==> config.mk <==
export PLATFORM = sky130hd
export DESIGN_NAME = coh_req_seq
export DESIGN_NICKNAME = d
export VERILOG_FILES = /design/src/rtl/coh_req_seq_pkg.sv /design/src/rtl/coh_line_store.sv /design/src/rtl/coh_phase_ctl.sv /design/src/rtl/coh_req_seq.sv
export SDC_FILE = /design/constraint.sdc
export NUM_CORES = 1
export LEC_CHECK = 0
export ABC_AREA = 1
export BUFFER_PORTS_ARGS = -buffer_cell sky130_fd_sc_hd__buf_4
export CORE_MARGIN = 2
export CORE_UTILIZATION = 45
export DETAILED_ROUTE_END_ITERATION = 7
export PLACE_DENSITY = 0.72
export SLEW_MARGIN = 20
export SYNTH_ARGS = -nofsm -noshare
export SYNTH_HDL_FRONTEND = slang
export SYNTH_SLANG_ARGS = --single-unit
==> constraint.sdc <==
create_clock -name clk -period 2.7 [get_ports clk]
set_input_delay 0 -clock clk [delete_from_list [all_inputs] [get_ports clk]]
set_output_delay 0 -clock clk [all_outputs]
set_load 0.1 [all_outputs]
==> src/rtl/coh_req_seq_pkg.sv <==
package coh_req_seq_pkg;

  typedef enum logic [2:0] {
    CMD_WR_INV  = 3'd0,
    CMD_WR_MOD  = 3'd1,
    CMD_WR_PUSH = 3'd2,
    CMD_RD_SHR  = 3'd3,
    CMD_RD_INV  = 3'd4,
    CMD_FENCE   = 3'd5
  } cmd_e;

  typedef enum logic [2:0] {
    LOP_NONE       = 3'd0,
    LOP_GET_EXCL   = 3'd1,
    LOP_WB_INV     = 3'd2,
    LOP_WB_PUSH    = 3'd3,
    LOP_DROP_CLEAN = 3'd4,
    LOP_RD_SHARED  = 3'd5,
    LOP_RD_ONCE    = 3'd6
  } lop_e;

  typedef enum logic [1:0] {
    LS_I = 2'b00,
    LS_S = 2'b01,
    LS_M = 2'b11
  } lstate_e;

  typedef enum logic [1:0] {
    RSP_NONE  = 2'd0,
    RSP_WRITE = 2'd1,
    RSP_READ  = 2'd2,
    RSP_FENCE = 2'd3
  } rsp_e;

  typedef enum logic [1:0] {
    PH_VICTIM,
    PH_OWN,
    PH_FILL,
    PH_TAIL
  } phase_e;

  typedef enum logic [1:0] {
    ST_IDLE,
    ST_DECIDE,
    ST_LREQ,
    ST_LWAIT
  } fsm_e;

  function automatic logic is_write(input logic [2:0] c);
    return (c == CMD_WR_INV) || (c == CMD_WR_MOD) || (c == CMD_WR_PUSH);
  endfunction

  function automatic logic is_read(input logic [2:0] c);
    return (c == CMD_RD_SHR) || (c == CMD_RD_INV);
  endfunction

  function automatic rsp_e rsp_of(input logic [2:0] c);
    if (is_write(c)) return RSP_WRITE;
    if (is_read(c))  return RSP_READ;
    return RSP_FENCE;
  endfunction

  function automatic lop_e tail_op(input logic [2:0] c);
    case (c)
      CMD_WR_INV:  return LOP_WB_INV;
      CMD_WR_PUSH: return LOP_WB_PUSH;
      default:     return LOP_NONE;
    endcase
  endfunction

  function automatic lop_e victim_op(input logic [1:0] s);
    return (s == LS_M) ? LOP_WB_INV : LOP_DROP_CLEAN;
  endfunction

  function automatic lop_e fill_op(input logic [2:0] c);
    return (c == CMD_RD_SHR) ? LOP_RD_SHARED : LOP_RD_ONCE;
  endfunction

  function automatic lstate_e fill_state(input logic [2:0] c);
    return (c == CMD_RD_SHR) ? LS_S : LS_I;
  endfunction

endpackage

==> src/rtl/coh_line_store.sv <==
module coh_line_store
  import coh_req_seq_pkg::*;
#(
  parameter int LINES  = 8,
  parameter int LTAG_W = 5,
  localparam int IDX_W = $clog2(LINES)
) (
  input  logic              clk,
  input  logic              rst_n,
  input  logic [IDX_W-1:0]  rd_idx,
  output logic [1:0]        rd_state,
  output logic [LTAG_W-1:0] rd_tag,
  input  logic              wr_en,
  input  logic [IDX_W-1:0]  wr_idx,
  input  logic [1:0]        wr_state,
  input  logic [LTAG_W-1:0] wr_tag
);

  logic [1:0]        st_q  [LINES];
  logic [LTAG_W-1:0] tag_q [LINES];

  for (genvar g = 0; g < LINES; g++) begin : g_line
    logic sel_w;
    assign sel_w = wr_en && (wr_idx == IDX_W'(g));
    always_ff @(posedge clk) begin
      if (!rst_n) begin
        st_q[g]  <= LS_I;
        tag_q[g] <= '0;
      end else if (sel_w) begin
        st_q[g]  <= wr_state;
        tag_q[g] <= wr_tag;
      end
    end
  end

  assign rd_state = st_q[rd_idx];
  assign rd_tag   = tag_q[rd_idx];

  // only the three legal state codes are ever stored
  p_legal_code_r11: assert property (@(posedge clk) disable iff (!rst_n)
    wr_en |-> (wr_state != 2'b10));

  // a stored line reads back as written on the next cycle
  p_readback_r11: assert property (@(posedge clk) disable iff (!rst_n)
    (wr_en && rd_idx == wr_idx) ##1 (rd_idx == $past(wr_idx))
      |-> (rd_state == $past(wr_state)) && (rd_tag == $past(wr_tag)));

endmodule

==> src/rtl/coh_phase_ctl.sv <==
module coh_phase_ctl
  import coh_req_seq_pkg::*;
#(
  parameter int ADDR_W = 8,
  parameter int LINES  = 8,
  parameter int RTAG_W = 4,
  localparam int IDX_W  = $clog2(LINES),
  localparam int LTAG_W = ADDR_W - IDX_W
) (
  input  logic              clk,
  input  logic              rst_n,
  input  logic              req_valid,
  output logic              req_ready,
  input  logic [2:0]        req_cmd,
  input  logic [ADDR_W-1:0] req_addr,
  input  logic [RTAG_W-1:0] req_tag,
  output logic              rsp_valid,
  output logic [1:0]        rsp_kind,
  output logic              rsp_has_data,
  output logic [RTAG_W-1:0] rsp_tag,
  output logic              link_valid,
  input  logic              link_ready,
  output logic [2:0]        link_op,
  output logic [ADDR_W-1:0] link_addr,
  input  logic              link_done,
  output logic [IDX_W-1:0]  arr_idx,
  input  logic [1:0]        arr_rd_state,
  input  logic [LTAG_W-1:0] arr_rd_tag,
  output logic              arr_we,
  output logic [1:0]        arr_wr_state,
  output logic [LTAG_W-1:0] arr_wr_tag
);

  fsm_e              fsm_q, fsm_d;
  logic [2:0]        cmd_q;
  logic [ADDR_W-1:0] addr_q;
  logic [RTAG_W-1:0] rtag_q;
  phase_e            phase_q, phase_d;
  lop_e              lop_q, lop_d;
  logic [ADDR_W-1:0] laddr_q, laddr_d;
  logic              rsp_valid_q;
  logic [1:0]        rsp_kind_q;
  logic              rsp_data_q;
  logic [RTAG_W-1:0] rsp_tag_q;

  // named internal events
  logic              ev_accept, ev_hit, ev_conflict, ev_link_fire, ev_link_done;
  logic              ev_start_link, ev_rsp;
  logic [LTAG_W-1:0] my_tag;
  logic              line_live;

  assign arr_idx      = addr_q[IDX_W-1:0];
  assign my_tag       = addr_q[ADDR_W-1:IDX_W];
  assign line_live    = (arr_rd_state != LS_I);
  assign ev_hit       = line_live && (arr_rd_tag == my_tag);
  assign ev_conflict  = line_live && (arr_rd_tag != my_tag);
  assign req_ready    = (fsm_q == ST_IDLE);
  assign ev_accept    = req_valid && req_ready;
  assign link_valid   = (fsm_q == ST_LREQ);
  assign ev_link_fire = link_valid && link_ready;
  assign ev_link_done = (fsm_q == ST_LWAIT) && link_done;

  always_comb begin
    fsm_d         = fsm_q;
    phase_d       = phase_q;
    lop_d         = lop_q;
    laddr_d       = laddr_q;
    ev_start_link = 1'b0;
    ev_rsp        = 1'b0;
    arr_we        = 1'b0;
    arr_wr_state  = LS_I;
    arr_wr_tag    = my_tag;
    case (fsm_q)
      ST_IDLE: if (req_valid) fsm_d = ST_DECIDE;
      ST_DECIDE: begin
        if (!is_write(cmd_q) && !is_read(cmd_q)) begin
          ev_rsp = 1'b1;
          fsm_d  = ST_IDLE;
        end else if (ev_conflict) begin
          ev_start_link = 1'b1;
          lop_d   = victim_op(arr_rd_state);
          laddr_d = {arr_rd_tag, arr_idx};
          phase_d = PH_VICTIM;
        end else if (is_write(cmd_q)) begin
          if (ev_hit && arr_rd_state == LS_M) begin
            ev_rsp = 1'b1;
            if (tail_op(cmd_q) != LOP_NONE) begin
              ev_start_link = 1'b1;
              lop_d   = tail_op(cmd_q);
              laddr_d = addr_q;
              phase_d = PH_TAIL;
            end else begin
              fsm_d = ST_IDLE;
            end
          end else begin
            ev_start_link = 1'b1;
            lop_d   = LOP_GET_EXCL;
            laddr_d = addr_q;
            phase_d = PH_OWN;
          end
        end else if (ev_hit) begin
          ev_rsp = 1'b1;
          fsm_d  = ST_IDLE;
        end else begin
          ev_start_link = 1'b1;
          lop_d   = fill_op(cmd_q);
          laddr_d = addr_q;
          phase_d = PH_FILL;
        end
      end
      ST_LREQ: if (link_ready) fsm_d = ST_LWAIT;
      ST_LWAIT: if (link_done) begin
        arr_we = 1'b1;
        case (phase_q)
          PH_VICTIM: begin
            arr_wr_state = LS_I;
            arr_wr_tag   = arr_rd_tag;
            fsm_d        = ST_DECIDE;
          end
          PH_OWN: begin
            arr_wr_state = LS_M;
            ev_rsp       = 1'b1;
            if (tail_op(cmd_q) != LOP_NONE) begin
              ev_start_link = 1'b1;
              lop_d   = tail_op(cmd_q);
              laddr_d = addr_q;
              phase_d = PH_TAIL;
            end else begin
              fsm_d = ST_IDLE;
            end
          end
          PH_FILL: begin
            arr_wr_state = fill_state(cmd_q);
            ev_rsp       = 1'b1;
            fsm_d        = ST_IDLE;
          end
          default: begin
            arr_wr_state = LS_I;
            fsm_d        = ST_IDLE;
          end
        endcase
      end
      default: fsm_d = ST_IDLE;
    endcase
    if (ev_start_link) fsm_d = ST_LREQ;
  end

  always_ff @(posedge clk) begin
    if (!rst_n) begin
      fsm_q       <= ST_IDLE;
      cmd_q       <= CMD_FENCE;
      addr_q      <= '0;
      rtag_q      <= '0;
      phase_q     <= PH_VICTIM;
      lop_q       <= LOP_NONE;
      laddr_q     <= '0;
      rsp_valid_q <= 1'b0;
      rsp_kind_q  <= RSP_NONE;
      rsp_data_q  <= 1'b0;
      rsp_tag_q   <= '0;
    end else begin
      fsm_q   <= fsm_d;
      phase_q <= phase_d;
      lop_q   <= lop_d;
      laddr_q <= laddr_d;
      if (ev_accept) begin
        cmd_q  <= req_cmd;
        addr_q <= req_addr;
        rtag_q <= req_tag;
      end
      rsp_valid_q <= ev_rsp;
      if (ev_rsp) begin
        rsp_kind_q <= rsp_of(cmd_q);
        rsp_data_q <= is_read(cmd_q);
        rsp_tag_q  <= rtag_q;
      end
    end
  end

  assign link_op      = lop_q;
  assign link_addr    = laddr_q;
  assign rsp_valid    = rsp_valid_q;
  assign rsp_kind     = rsp_kind_q;
  assign rsp_has_data = rsp_data_q;
  assign rsp_tag      = rsp_tag_q;

  // an offered link cycle stays put until it is taken
  p_link_hold_r9: assert property (@(posedge clk) disable iff (!rst_n)
    link_valid && !link_ready |=> link_valid && $stable(link_op) && $stable(link_addr));

  // after a link cycle is taken, no new one is offered in the next cycle
  p_wait_done_r9: assert property (@(posedge clk) disable iff (!rst_n)
    ev_link_fire |=> !link_valid);

  // nothing is accepted in the cycle after an acceptance
  p_busy_after_accept_r10: assert property (@(posedge clk) disable iff (!rst_n)
    ev_accept |=> !req_ready);

  // a fence response never follows a link cycle offer
  p_fence_quiet_r8: assert property (@(posedge clk) disable iff (!rst_n)
    rsp_valid && rsp_kind == RSP_FENCE |-> !$past(link_valid) && !$past(arr_we));

  // a write hitting a modified line answers in the next cycle
  p_hitm_fast_r2: assert property (@(posedge clk) disable iff (!rst_n)
    (fsm_q == ST_DECIDE && is_write(cmd_q) && ev_hit && arr_rd_state == LS_M) |=> rsp_valid);

  // ownership always installs a modified line
  p_own_to_m_r3: assert property (@(posedge clk) disable iff (!rst_n)
    ev_link_done && phase_q == PH_OWN |-> arr_we && arr_wr_state == LS_M);

endmodule

==> src/rtl/coh_req_seq.sv <==
module coh_req_seq
  import coh_req_seq_pkg::*;
#(
  parameter int ADDR_W = 8,
  parameter int LINES  = 8,
  parameter int RTAG_W = 4
) (
  input  logic              clk,
  input  logic              rst_n,
  input  logic              req_valid,
  output logic              req_ready,
  input  logic [2:0]        req_cmd,
  input  logic [ADDR_W-1:0] req_addr,
  input  logic [RTAG_W-1:0] req_tag,
  output logic              rsp_valid,
  output logic [1:0]        rsp_kind,
  output logic              rsp_has_data,
  output logic [RTAG_W-1:0] rsp_tag,
  output logic              link_valid,
  input  logic              link_ready,
  output logic [2:0]        link_op,
  output logic [ADDR_W-1:0] link_addr,
  input  logic              link_done
);

  localparam int IDX_W  = $clog2(LINES);
  localparam int LTAG_W = ADDR_W - IDX_W;

  logic [IDX_W-1:0]  arr_idx;
  logic [1:0]        arr_rd_state, arr_wr_state;
  logic [LTAG_W-1:0] arr_rd_tag, arr_wr_tag;
  logic              arr_we;

  coh_line_store #(.LINES(LINES), .LTAG_W(LTAG_W)) u_store (
    .clk      (clk),
    .rst_n    (rst_n),
    .rd_idx   (arr_idx),
    .rd_state (arr_rd_state),
    .rd_tag   (arr_rd_tag),
    .wr_en    (arr_we),
    .wr_idx   (arr_idx),
    .wr_state (arr_wr_state),
    .wr_tag   (arr_wr_tag)
  );

  coh_phase_ctl #(.ADDR_W(ADDR_W), .LINES(LINES), .RTAG_W(RTAG_W)) u_ctl (
    .clk          (clk),
    .rst_n        (rst_n),
    .req_valid    (req_valid),
    .req_ready    (req_ready),
    .req_cmd      (req_cmd),
    .req_addr     (req_addr),
    .req_tag      (req_tag),
    .rsp_valid    (rsp_valid),
    .rsp_kind     (rsp_kind),
    .rsp_has_data (rsp_has_data),
    .rsp_tag      (rsp_tag),
    .link_valid   (link_valid),
    .link_ready   (link_ready),
    .link_op      (link_op),
    .link_addr    (link_addr),
    .link_done    (link_done),
    .arr_idx      (arr_idx),
    .arr_rd_state (arr_rd_state),
    .arr_rd_tag   (arr_rd_tag),
    .arr_we       (arr_we),
    .arr_wr_state (arr_wr_state),
    .arr_wr_tag   (arr_wr_tag)
  );

  // data rides only on read responses
  p_data_on_read_r1: assert property (@(posedge clk) disable iff (!rst_n)
    rsp_valid && rsp_has_data |-> rsp_kind == RSP_READ);

  // the port never takes a command while a link cycle is offered
  p_ready_vs_link_r10: assert property (@(posedge clk) disable iff (!rst_n)
    link_valid |-> !req_ready);

endmodule

==> results.sh, run 1 <==
export IMPL_cts_buffers_inserted=9
export IMPL_synth_nets=601
export IMPL_grt_ovfl_total=0
export IMPL_pre_cts_slack_ns=0.3445
export IMPL_cap_violations=0
export IMPL_drive_gt1_share_pct=15.68
export IMPL_worstHoldPathType="in -> reg"
export IMPL_startpoint_type="flop"
export IMPL_power_leakage_nw=2.319
export IMPL_avgSynthCellArea_um2=8.218
export IMPL_cp_cell_sequence="inv_2, o21ai_1, o22ai_1, o21ai_2, nand2_2, nand3_2, nand3_2, o21ai_0, nor2_1"
export IMPL_gr_usage_met3_pct=3.891
export IMPL_vias=4073
export IMPL_globalRouteMet1Util_pct=29.98
export IMPL_synth_seq_cells=97
export IMPL_path_delay_family="compound AO/OA/AOI/OAI gates"
export IMPL_core_um2=10280
export IMPL_synthToLayoutAreaGrowth_pct=16.54
export IMPL_grt_pass1_wl_um=19110
export IMPL_path_max_fanout=13
export IMPL_die_w_um=106.7
export IMPL_min_period_ns=2.358
export IMPL_crit_top_cell="nand3_2"
export IMPL_status="completed"
export IMPL_synth_cells=577
export IMPL_rsz0062_at_grt="false"
export IMPL_maxSlewViolCount=0
export IMPL_criticalPathCategory="reg -> reg"
export IMPL_cp_end_kind="flop"
export IMPL_critPathMaxStageDelay_ns=0.60
export IMPL_synth_cell_type_count=30
export IMPL_r2r_end="u_ctl.link_addr[0]$_SDFFE_PN0P_"
export IMPL_reg2reg_depth=9
export IMPL_htree_levels=3
export IMPL_cts_tree="done"
export IMPL_slew_headroom_pct=53.40
export IMPL_power_density_nw_per_um2=1047
export IMPL_rows=37
export IMPL_die_h_um=106.7
export IMPL_cp_required_ns=2.96
export IMPL_ant_nets=0
export IMPL_ctsResizeCount=0
export IMPL_gp_congestion=0.9717
export IMPL_grt_use_total_pct=21.71
export IMPL_final_period_utilization_pct=87.35
export IMPL_hold_viol_final=0
export IMPL_setup_viol=0
export IMPL_reg2reg_setup_slack_ns=0.34
export IMPL_worstPathArrival_ns=2.62
export IMPL_antenna_found_initial=0
export IMPL_clock_sinks=97
export IMPL_mostFrequentLayoutCells="136 x nor2_1, 108 x nand2_1, 61 x inv_1"
export IMPL_num_io_pins=41
export IMPL_gr_usage_met2_pct=33.17
export IMPL_ir_drop_mv=0.6963
export IMPL_start_util_pct=46.14
export IMPL_yosysSeqAreaShare_pct=52.77
export IMPL_routedWlPerCell_um=14.83
export IMPL_yosys_warnings=0
export IMPL_synth_top_area_share_pct=35.46
export IMPL_cts_setup_buffers=0
export IMPL_worst_path_stages=9
export IMPL_clock_latency_ns=0.38
export IMPL_cp_endpoint="u_ctl.link_addr[0]$_SDFFE_PN0P_"
export IMPL_synthTopCellsByArea="edfxtp_1 35%, dfxtp_1 17%, nor2_1 11%, nand2_1 8.5%, inv_1 4.8%"
export IMPL_finalSetupTns_ns=0
export IMPL_nets=663
export IMPL_worst_slack_ns=0.3416
export IMPL_synth_async_reset_ratio_pct=0
export IMPL_synthFlopType="edfxtp_1"
export IMPL_place_hpwl_um=8165
export IMPL_clk_pin_slew_ns=0.08
export IMPL_drt_iter0_drc=333
export IMPL_ctsRootBufferMaster="clkbuf_8"
export IMPL_skew_ns=0.01622
export IMPL_grt_max_degree=48
export IMPL_critPathSlowestCell="dfxtp_1"
export IMPL_synth_edf_count=56
export IMPL_diodes=0
export IMPL_port_buffers=40
export IMPL_syn_cell_area_um2=4742
export IMPL_via_per_inst=5.222
export IMPL_fp_dieArea_um2=11380
export IMPL_drc=0
export IMPL_cts_path_max_buffers=2
export IMPL_tightest_slew_ns=0.6972
export IMPL_path_buf_inv=1
export IMPL_top_usage_layer="met2"
export IMPL_final_common_cell="nor2_1"
export IMPL_yosysTopAreaCell="edfxtp_1"
export IMPL_first_global_vias=3937
export IMPL_max_freq_ghz=0.4240
export IMPL_wl_um=11570
export IMPL_drt_first_pass_iters=5
[tightest hold or removal path, delay by kind of cell]
family | cells | cell delay, ns
buffers and inverters | 1 | 0.07
AO/OA/AOI/OAI | 2 | 0.26
[cell families after synthesis]
logic type / Yosys count / synth area share, %
and+or+nand+nor: 307 / 28.76
adders and majority gates: 4 / 1.055
AOI/OAI and AO/OA: 83 / 9.367
buffers and inverters: 86 / 8.047
DFF: 97 / 52.77
[Yosys cell counts, types with 2 or more instances]
cell type / number
o21ai_1: 20
buf_2: 2
nor2_4: 3
nand4_2: 2
o22ai_1: 3
clkbuf_1: 8
nand2_2: 5
nand3_2: 12
o21ai_2: 2
inv_1: 61
inv_2: 4
clkinv_1: 2
nor2_1: 136
nand3_1: 33
edfxtp_1: 56
nand2_1: 108
buf_4: 3
o211ai_1: 4
o21ai_0: 39
a21oi_1: 13
buf_6: 6
ha_1: 4
nand2_4: 2
dfxtp_1: 41
nor3_1: 3
[sequential cells by signal, summed over array words and instances, names as in the netlist, named ones only]
name / flops
u_ctl.addr_q: 8
u_ctl.cmd_q: 3
u_ctl.fsm_q: 1
u_ctl.link_addr: 8
u_ctl.link_op: 3
u_ctl.phase_q: 2
u_ctl.rsp_has_data: 1
u_ctl.rsp_kind: 2
u_ctl.rsp_tag: 4
u_ctl.rsp_valid: 1
u_ctl.rtag_q: 4
u_store.st_q: 16
u_store.tag_q: 40
[how the worst min path moves through the flow]
stage,startpoint,endpoint,slack [ns],depth (start not counted)
6_report,req_addr[1],flop,0.01,3
2_1_floorplan,req_cmd[0],u_ctl.cmd_q[0]$_SDFFE_PN1P_,0.13,2
4_1_cts,req_addr[1],flop,0.005,3
3_5_place_dp,req_cmd[2],u_ctl.cmd_q[2]$_SDFFE_PN1P_,0.23,3
5_1_grt,req_addr[1],flop,0.03,3
3_3_place_gp,req_cmd[2],u_ctl.cmd_q[2]$_SDFFE_PN1P_,0.22,3
[layout make-up]
type / instances / area (um^2)
fillers: 974 / 4751
inverters: 67 / 251.5
well taps: 136 / 170.2
multi-input cells: 394 / 1858
clock buffers: 14 / 173.9
repair buffers: 70 / 560.5
clock inverters: 2 / 10.01
flip-flops and latches: 97 / 2502
[report_power, final]
part | internal (W) | total (W) | switching (W)
combinational | 0.000722 | 0.00287 | 0.00215
sequential | 0.00181 | 0.00202 | 0.000211
clock | 0.000415 | 0.000896 | 0.000481
[stage by stage]
step	util, %	total power [W]	hold WS [ns]	std cells	cell area, um^2
floorplan	-	0.004250	0.1304	577	4742
global placement	50.62	0.004840	0.2176	750	5202
detailed placement	50.62	0.004870	0.2329	750	5202
CTS	53.77	0.005780	0.004974	780	5527
global route	53.77	0.006138	0.03083	780	5527
finish	53.77	0.005785	0.01101	780	5527
[routing by layer]
layer  routed length [um]  vias up
li1                     -     1989
met1                 5271     1890
met2                 5181      159
met3                  741       35
met4                  370        0
met5                    0        -
[timing repair]
action | CTS | global route
hold buffers | 14 | 0
endpoints found under the hold margin | 14 | 0
setup endpoints to repair | 0 | 0
No activity file was read; power rests on OpenSTA's default activity.
==> inputs of run 2 (changes only) <==
--- a/config.mk
+++ b/config.mk
@@ -10,7 +10,6 @@
 export CORE_MARGIN = 2
 export CORE_UTILIZATION = 45
 export DETAILED_ROUTE_END_ITERATION = 7
-export PLACE_DENSITY = 0.72
 export SLEW_MARGIN = 20
 export SYNTH_ARGS = -nofsm -noshare
 export SYNTH_HDL_FRONTEND = slang
==> results.sh, run 2 (synthesis gave the netlist of run 1 again) <==
export IMPL_status="complete, but fails checks"
export IMPL_violations="negative hold slack"
export IMPL_regArea_um2=2502
export IMPL_ctsRootBufferMaster="clkbuf_8"
export IMPL_synthToLayoutAreaGrowth_pct=17.73
export IMPL_routedWlPerCell_um=15.51
export IMPL_grt_ovfl_total=0
export IMPL_total_power_w=0.005953
export IMPL_reg2reg_depth=7
export IMPL_cp_cell_sequence="inv_1, ha_1, o21ai_0, a2111oi_1, nand3_2, o21ai_0, nor2_1"
export IMPL_path_max_fanout=13
export IMPL_n_fill_cell=980
export IMPL_ir_drop_mv=0.7686
export IMPL_path_buf_inv=1
export IMPL_hold_ws_ns=-0.002815
export IMPL_drt_first_pass_iters=5
export IMPL_r2r_end="u_ctl.link_addr[1]$_SDFFE_PN0P_"
export IMPL_largest_register_ffs=40
export IMPL_grt_max_degree=48
export IMPL_tightest_slew_ns=0.7670
export IMPL_die_w_um=106.7
export IMPL_ctsResizeCount=0
export IMPL_gp_congestion=0.9330
export IMPL_top_register="u_store.tag_q"
export IMPL_multi_input_area_um2=1858
export IMPL_mostFrequentLayoutCells="136 x nor2_1, 108 x nand2_1, 61 x inv_1"
export IMPL_grt_use_total_pct=22.58
export IMPL_power_density_nw_per_um2=1066
export IMPL_hold_start="req_addr[0]"
export IMPL_drc=0
export IMPL_final_period_utilization_pct=83.62
export IMPL_skew_ns=0.01250
export IMPL_start_util_pct=46.14
export IMPL_clk_pin_slew_ns=0.11
export IMPL_grt_pass1_wl_um=19470
export IMPL_cp_required_ns=2.97
export IMPL_critPathSlowestCell="a2111oi_1"
export IMPL_wl_um=12110
export IMPL_critPathMaxStageDelay_ns=0.69
export IMPL_min_period_ns=2.258
export IMPL_startpoint_type="flop"
export IMPL_clock_sinks=97
export IMPL_core_um2=10280
export IMPL_holdPathStages=3
export IMPL_diodes=0
export IMPL_cellInternalPower_w=0.003048
export IMPL_slew_headroom_pct=48.74
export IMPL_num_io_pins=41
export IMPL_p_seq_share_pct=33.6
export IMPL_place_hpwl_um=8590
export IMPL_cts_setup_buffers=0
export IMPL_cts_buffers_inserted=9
export IMPL_pwr_share_clk_pct=18.0
export IMPL_pre_cts_slack_ns=0.5010
export IMPL_worstPathArrival_ns=2.53
export IMPL_vias=4002
export IMPL_reg_largest_list="u_store.tag_q (40), u_store.st_q (16)"
export IMPL_cts_path_max_buffers=2
export IMPL_rsz0062_at_grt="false"
export IMPL_final_common_cell="nor2_1"
export IMPL_setup_viol=0
export IMPL_reg2reg_setup_slack_ns=0.44
export IMPL_rows=37
export IMPL_antenna_found_initial=0
export IMPL_crit_top_cell="o21ai_0"
export IMPL_clock_latency_ns=0.38
export IMPL_swShare_pct=48.80
export IMPL_power_leakage_nw=2.346
export IMPL_cp_end_kind="flop"
export IMPL_power_switching_w=0.002905
export IMPL_max_freq_ghz=0.4429
export IMPL_comb_power_share_pct=48.4
export IMPL_ant_nets=0
export IMPL_path_delay_family="compound AO/OA/AOI/OAI gates"
export IMPL_port_buffers=40
export IMPL_cap_violations=0
export IMPL_hold_viol_final=1
export IMPL_cts_tree="done"
export IMPL_worst_slack_ns=0.4423
export IMPL_r2r_start="u_ctl.phase_q[1]$_SDFFE_PN0P_"
export IMPL_nets=664
export IMPL_criticalPathCategory="reg -> reg"
export IMPL_htree_levels=3
export IMPL_maxSlewViolCount=0
export IMPL_finalSetupTns_ns=0
export IMPL_worstHoldPathType="in -> reg"
export IMPL_via_per_inst=5.124
export IMPL_drt_iter0_drc=319
export IMPL_first_global_vias=3875
export IMPL_fp_dieArea_um2=11380
export IMPL_drive_gt1_share_pct=16.43
export IMPL_die_h_um=106.7
==> run 2: layer usage <==
| metal | vias to the layer above | track usage [%] | share of wire, % |
|---|---|---|---|
| met1 | 1858 | 31.30 | 48 |
| met4 | 0 | 10.30 | 2.3 |
| met3 | 22 | 3.708 | 5.0 |
| li1 | 1996 | - | - |
| met5 | - | 0 | 0 |
| met2 | 126 | 34.80 | 45 |
==> run 2: worst min-delay path: cells and delay by family <==
kind	cells	cell delay, ns
buffers and inverters	1	0.07
AOI/OAI and AO/OA	1	0.08
and+or+nand+nor	1	0.17
==> run 2: repair_timing <==
| action | 4_1_cts | 5_1_grt |
|---|---|---|
| setup endpoints to repair | 0 | 0 |
| endpoints found under the hold margin | 14 | 0 |
| hold buffers | 13 | 0 |
==> run 2: worst max-delay path by stage <==
stage | startpoint | endpoint | slack (ns) | cells after the start
floorplan | flop | flop | 0.14 | 6
detailed placement | flop | u_ctl.rsp_tag[2]$_SDFFE_PN0P_ | 0.50 | 16
CTS | u_ctl.cmd_q[2]$_SDFFE_PN1P_ | u_ctl.link_addr[1]$_SDFFE_PN0P_ | 0.47 | 6
global route | flop | u_ctl.link_addr[3]$_SDFFE_PN0P_ | 0.20 | 15
finish | u_ctl.phase_q[1]$_SDFFE_PN0P_ | u_ctl.link_addr[1]$_SDFFE_PN0P_ | 0.44 | 7
global placement | flop | u_ctl.rsp_tag[1]$_SDFFE_PN0P_ | 0.53 | 16
==> run 2: per-stage QoR <==
step                hold WS [ns]  util (%)  std cells  instance area [um^2]
global route             0.03610     54.32        781                  5583
finish                 -0.002815     54.32        781                  5583
detailed placement        0.2305     50.77        752                  5218
floorplan                 0.1304         -        577                  4742
CTS                     0.009152     54.32        781                  5583
global placement          0.2282     50.77        752                  5218
==> run 2: final cells by class <==
| type | instances | area share [%] |
|---|---|---|
| clock buffer | 12 | 3.563 |
| sequential | 97 | 44.82 |
| clock inverter | 4 | 0.6499 |
| tap | 136 | 3.048 |
| inverter | 67 | 4.505 |
| timing repair buffer | 71 | 10.13 |
| multi-input combinational | 394 | 33.28 |
==> run 2: power groups by stage <==
stage	Sequential, W	Combinational [W]	Clock, W
floorplan	0.00277	0.00148	0
global placement	0.00203	0.00284	0
detailed placement	0.00203	0.00285	0
CTS	0.00200	0.00288	0.00108
global route	0.00204	0.00312	0.00114
finish	0.00200	0.00288	0.00107
